==> src/rtl/flash_guard.sv <==
module flash_guard #(
  parameter int PAGE_BITS = 8,
  parameter int OFF_BITS  = 11,
  parameter int DATA_W    = 64,
  parameter int WP_AREAS  = 2,
  localparam int ADDR_W   = 1 + PAGE_BITS + OFF_BITS,
  localparam int DW_BITS  = PAGE_BITS + OFF_BITS - 3
) (
  input  logic                                     clk,
  input  logic                                     rst_n,
  input  logic                                     req_valid,
  input  logic [ADDR_W-1:0]                        req_addr,
  input  logic [1:0]                               req_space,
  input  logic [1:0]                               req_kind,
  input  logic [1:0]                               req_src,
  input  logic                                     ext_ctx,
  input  logic [1:0]                               rdp_level,
  input  logic [2*WP_AREAS-1:0][PAGE_BITS-1:0]     wp_first,
  input  logic [2*WP_AREAS-1:0][PAGE_BITS-1:0]     wp_last,
  input  logic [1:0][DW_BITS-1:0]                  xo_first,
  input  logic [1:0][DW_BITS-1:0]                  xo_last,
  output logic                                     arr_en,
  input  logic [DATA_W-1:0]                        arr_rdata,
  output logic                                     resp_valid,
  output logic                                     resp_grant,
  output logic                                     resp_err,
  output logic [DATA_W-1:0]                        resp_rdata
);
  logic                 bank;
  logic [PAGE_BITS-1:0] page;
  logic [DW_BITS-1:0]   dword;
  logic [DW_BITS-1:0]   xo_lo, xo_hi;
  logic                 xo_on, in_xo, xo_page, wp_hit;
  logic                 is_fetch, is_rd, is_wr, is_er, is_cpu, ext;
  logic                 lvl1, lvl2;
  logic                 main_ok, space_ok, allow;
  logic                 has_data;

  assign bank  = req_addr[ADDR_W-1];
  assign page  = req_addr[ADDR_W-2:OFF_BITS];
  assign dword = req_addr[ADDR_W-2:3];

  assign xo_lo   = xo_first[bank];
  assign xo_hi   = xo_last[bank];
  assign xo_on   = xo_lo <= xo_hi;
  assign in_xo   = xo_on && dword >= xo_lo && dword <= xo_hi;
  assign xo_page = xo_on && page >= xo_lo[DW_BITS-1:OFF_BITS-3]
                         && page <= xo_hi[DW_BITS-1:OFF_BITS-3];

  always_comb begin
    wp_hit = 1'b0;
    for (int a = 0; a < WP_AREAS; a++) begin
      if (wp_first[int'(bank)*WP_AREAS+a] <= wp_last[int'(bank)*WP_AREAS+a] &&
          page >= wp_first[int'(bank)*WP_AREAS+a] &&
          page <= wp_last[int'(bank)*WP_AREAS+a])
        wp_hit = 1'b1;
    end
  end

  assign is_fetch = req_kind == 2'd0;
  assign is_rd    = req_kind <= 2'd1;
  assign is_wr    = req_kind == 2'd2;
  assign is_er    = req_kind == 2'd3;
  assign is_cpu   = req_src == 2'd0;
  assign ext      = ext_ctx || req_src == 2'd2;
  assign lvl1     = rdp_level == 2'd1;
  assign lvl2     = rdp_level[1];

  assign main_ok = !(lvl1 && ext) &&
                   (is_er ? !(wp_hit || xo_page) :
                    in_xo ? (is_fetch && is_cpu) :
                            !(is_wr && wp_hit));

  always_comb begin
    case (req_space)
      2'd0:    space_ok = main_ok;
      2'd1:    space_ok = is_rd;
      2'd2:    space_ok = !lvl2 || is_rd;
      default: space_ok = !is_er && !(lvl1 && ext);
    endcase
  end

  assign allow  = space_ok && !(lvl2 && ext);
  assign arr_en = req_valid && allow;

  always_ff @(posedge clk or negedge rst_n) begin
    if (!rst_n) begin
      resp_valid <= 1'b0;
      resp_grant <= 1'b0;
      has_data   <= 1'b0;
    end else begin
      resp_valid <= req_valid;
      resp_grant <= arr_en;
      has_data   <= arr_en && is_rd;
    end
  end

  assign resp_err   = resp_valid && !resp_grant;
  assign resp_rdata = has_data ? arr_rdata : '0;

  assert_resp_follows_req_R1: assert property (@(posedge clk) disable iff (!rst_n)
    req_valid |=> resp_valid);
  assert_err_marks_deny_R1: assert property (@(posedge clk) disable iff (!rst_n)
    resp_err |-> $past(req_valid && !arr_en));
  assert_deny_zero_data_R1: assert property (@(posedge clk) disable iff (!rst_n)
    (resp_valid && !resp_grant) |-> resp_rdata == '0);
  assert_lvl2_ext_blocked_R4: assert property (@(posedge clk) disable iff (!rst_n)
    (req_valid && rdp_level[1] && (ext_ctx || req_src == 2'd2)) |-> !arr_en);
  assert_sys_readonly_R5: assert property (@(posedge clk) disable iff (!rst_n)
    (req_valid && req_space == 2'd1 && req_kind[1]) |-> !arr_en);
  assert_xo_cpu_fetch_R9: assert property (@(posedge clk) disable iff (!rst_n)
    (req_valid && req_space == 2'd0 && in_xo && arr_en) |-> (req_kind == 2'd0 && req_src == 2'd0));
endmodule

==> config.mk <==
export PLATFORM = sky130hd
export DESIGN_NAME = flash_guard
export DESIGN_NICKNAME = d
export VERILOG_FILES = /design/src/rtl/flash_guard.sv
export SDC_FILE = /design/constraint.sdc
export NUM_CORES = 1
export LEC_CHECK = 0
export ABC_AREA = 0
export CAP_MARGIN = 20
export CORE_AREA = 2 2 114 116
export CTS_CLUSTER_SIZE = 24
export DETAILED_ROUTE_END_ITERATION = 6
export DIE_AREA = 0 0 116 118
export DONT_BUFFER_PORTS = 1
export PLACE_DENSITY = 0.55
export SYNTH_ARGS = -nofsm -noshare
export SYNTH_HDL_FRONTEND = slang
export SYNTH_SLANG_ARGS = --single-unit
==> constraint.sdc <==
create_clock -name clk -period 4.85 [get_ports clk]
set_input_delay 0 -clock clk [delete_from_list [all_inputs] [get_ports clk]]
set_output_delay 0 -clock clk [all_outputs]
set_load 0.005 [all_outputs]
==> metrics <==
final hold violations=0; Initial DRC Count=112; maximum clock rate=0.3795 GHz; grt ovf=0; # diodes=0; total number of vias=3396; crit start category=input port; Lkg Pwr=1.975 nW; EDFF count, synth=0; TNS Setup=0 ns; Finished Cell Area=3939 um2; fin. max-slew vios=0; clk buf depth=2; critical-path maximum fanout=64; Worst EP arrival=2.64 ns; Async SR Flop Fraction=100.0%; Post-DP Area=3802 um2; ratio of cells with drive above 1 in the final layout=2.227%; sequential area share after synthesis=2.065%; Die Width=116 um; Top FF cell, synth=dfrtp_1; drt wl/cell=24.23 um; Levels on crit path=10; final WL=15050 um; average size of a mapped cell=8.009 um2; slowest CP cell=a211oi_1; maxcap violations=0; Cell Area, Synth=3636 um2; fillers=1336; Slew headroom=55.81%; Min-Delay Path Class=in2async; Buffers on Ports=0; Worst-path clk slew=0.03 ns; Ys Warns=0; hpwl dp=13880 um; status=finished clean; vias per cell=5.469; postcts setup bufs=0; DRC violations left=0; root buffer cell=clkbuf_16; VDD IR max=0.07740 mV; Total GRT Usage=20.93%; RSZ-0062 raised after global routing=false; worst-margin pin slew=0.6461 ns; Setup CP Type=in2out; drt pass-1 iters=4; Critical Path End Type=output pin; fin crit share=54.34%; num rows=41; die height=118 um; Net Count, Synth=779; Area Overhead vs Synth=8.328%; Final Core Density=31.73%; setup violators final=0; largest net degree at the start of global routing=65; Buf/Inv on CP=1; Synth cell types=43; min cycle time layout=2.635 ns; Routability Congestion=0.8317; CTS tree=built; CP Data Required Time=4.85 ns; Starting Density=29.29%; Post-layout nets=775; first-pass GRT wire length=20440 um; vias in the first global route=3303; PD cells=140.4 nW/um2; Die Area=13690 um2; initial antenna violation count=4; Core Area=12410 um2; max incr delay on CP=0.53 ns; flops & latches, synth=3; H-tree level count=1; beginning of the critical path=req_addr[19]; Antenna Nets Post-Route=0; post-synthesis cell count=454; I/O pins=292; clock sinks=3; crit path cell chain=mux2i_1, inv_1, ha_1, nand2b_1, a21o_1, a2111oi_4, o31ai_1, a22o_1, a221o_1, a211oi_1; cts bufs inserted=3; Top Family by Delay on Critical Path=compound AO/OA/AOI/OAI gates
## worst max path at each step
stage                                       to  slack [ns]
after floorplan           resp_grant$_DFF_PN0_        1.72
after global placement    resp_grant$_DFF_PN0_        1.95
after detailed placement  resp_grant$_DFF_PN0_        1.94
after CTS                               arr_en        2.12
after global routing                    arr_en        2.05
final                                   arr_en        2.21
## power breakdown
group / total [W] / switching [W] / internal (W)
clock network: 0.000133 / 0.0000244 / 0.000109
logic: 0.000385 / 0.000216 / 0.000169
registers: 0.0000347 / 0.00000664 / 0.0000281
total: 0.000553 / 0.000247 / 0.000306
## cell usage in the layout, fill, tap and decap left out, types with 2 or more instances in the layout
cell type,count
and2_1,67
mux2_2,3
a21o_1,7
a31oi_1,2
clkbuf_16,3
o31ai_1,3
nand3_1,5
nand4_1,16
o21ai_0,15
or4_1,2
inv_1,43
a21oi_1,38
mux2i_1,61
a41oi_1,2
nor2b_1,9
dfrtp_1,3
o31a_1,3
o211ai_1,7
nand2_1,18
dlygate4sd3_1,3
nor3_1,3
ha_1,101
o21a_1,4
a211oi_1,2
nand2b_1,5
o2111ai_1,4
a2111oi_2,2
## through the flow
stage / cells / setup WS (ns) / hold WS, ns / power (W)
2_1_floorplan: 454 / 1.719 / -0.2956 / 0.0003274
3_3_place_gp: 613 / 1.948 / -0.2948 / 0.0004036
3_5_place_dp: 613 / 1.935 / -0.2949 / 0.0004172
4_1_cts: 620 / 2.118 / 0.06539 / 0.0005569
5_1_grt: 621 / 2.053 / 0.06652 / 0.0006128
6_report: 621 / 2.215 / 0.06196 / 0.0005530
## flip-flops by register name, indices dropped and copies added, names as in the netlist
| name | cells |
|---|---|
| has_data | 1 |
| resp_grant | 1 |
| resp_valid | 1 |
## layer usage
| metal | wire length, um | GRT usage [%] | vias to the layer above |
|---|---|---|---|
| li1 | - | - | 1667 |
| met1 | 5229 | 20.63 | 1527 |
| met2 | 8485 | 44.01 | 180 |
| met3 | 894 | 2.008 | 22 |
| met4 | 440 | 5.952 | 0 |
| met5 | 0 | 0 | - |
## kinds of logic after synthesis
logic type	count (synthesis)	share of synthesized area, %
buffers and inverters	56	5.781
muxes	64	17.72
AOI/OAI and AO/OA	99	18.55
and+or+nand+nor	131	21.13
adders and majority gates	101	34.76
DFF	3	2.065
## repair_timing
action	CTS	global route
gates resized for setup	0	0
hold buffers	3	0
hold endpoints to repair	5	0
setup endpoints to repair	0	0
## layout make-up
class / instances / area (um2) / share of cell area (%)
multi-input cells: 395 / 3351 / 85.07
repair buffers: 4 / 57.56 / 1.461
inverters: 43 / 161.4 / 4.098
clock buffers: 4 / 78.83 / 2.001
well taps: 172 / 215.2 / 5.464
flip-flops and latches: 3 / 75.07 / 1.906
## Yosys cell counts, types with 3 or more instances
| library cell | number | area [um2] |
|---|---|---|
| nand4_1 | 16 | 100.1 |
| nor2b_1 | 9 | 56.30 |
| ha_1 | 101 | 1264 |
| buf_1 | 5 | 18.77 |
| o31a_1 | 3 | 26.28 |
| mux2i_1 | 61 | 610.6 |
| o21ai_0 | 15 | 75.07 |
| inv_1 | 43 | 161.4 |
| a21o_1 | 7 | 52.55 |
| mux2_2 | 3 | 33.78 |
| clkbuf_1 | 8 | 30.03 |
| o2111ai_1 | 4 | 35.03 |
| and2_1 | 67 | 419.2 |
| dfrtp_1 | 3 | 75.07 |
| a21oi_1 | 38 | 190.2 |
| o21a_1 | 4 | 30.03 |
| o31ai_1 | 3 | 22.52 |
| nand3_1 | 5 | 25.02 |
| nor3_1 | 3 | 15.01 |
| nand2b_1 | 5 | 31.28 |
| o211ai_1 | 7 | 52.55 |
| nand2_1 | 18 | 67.56 |
Power figures use the tool's default switching activity.
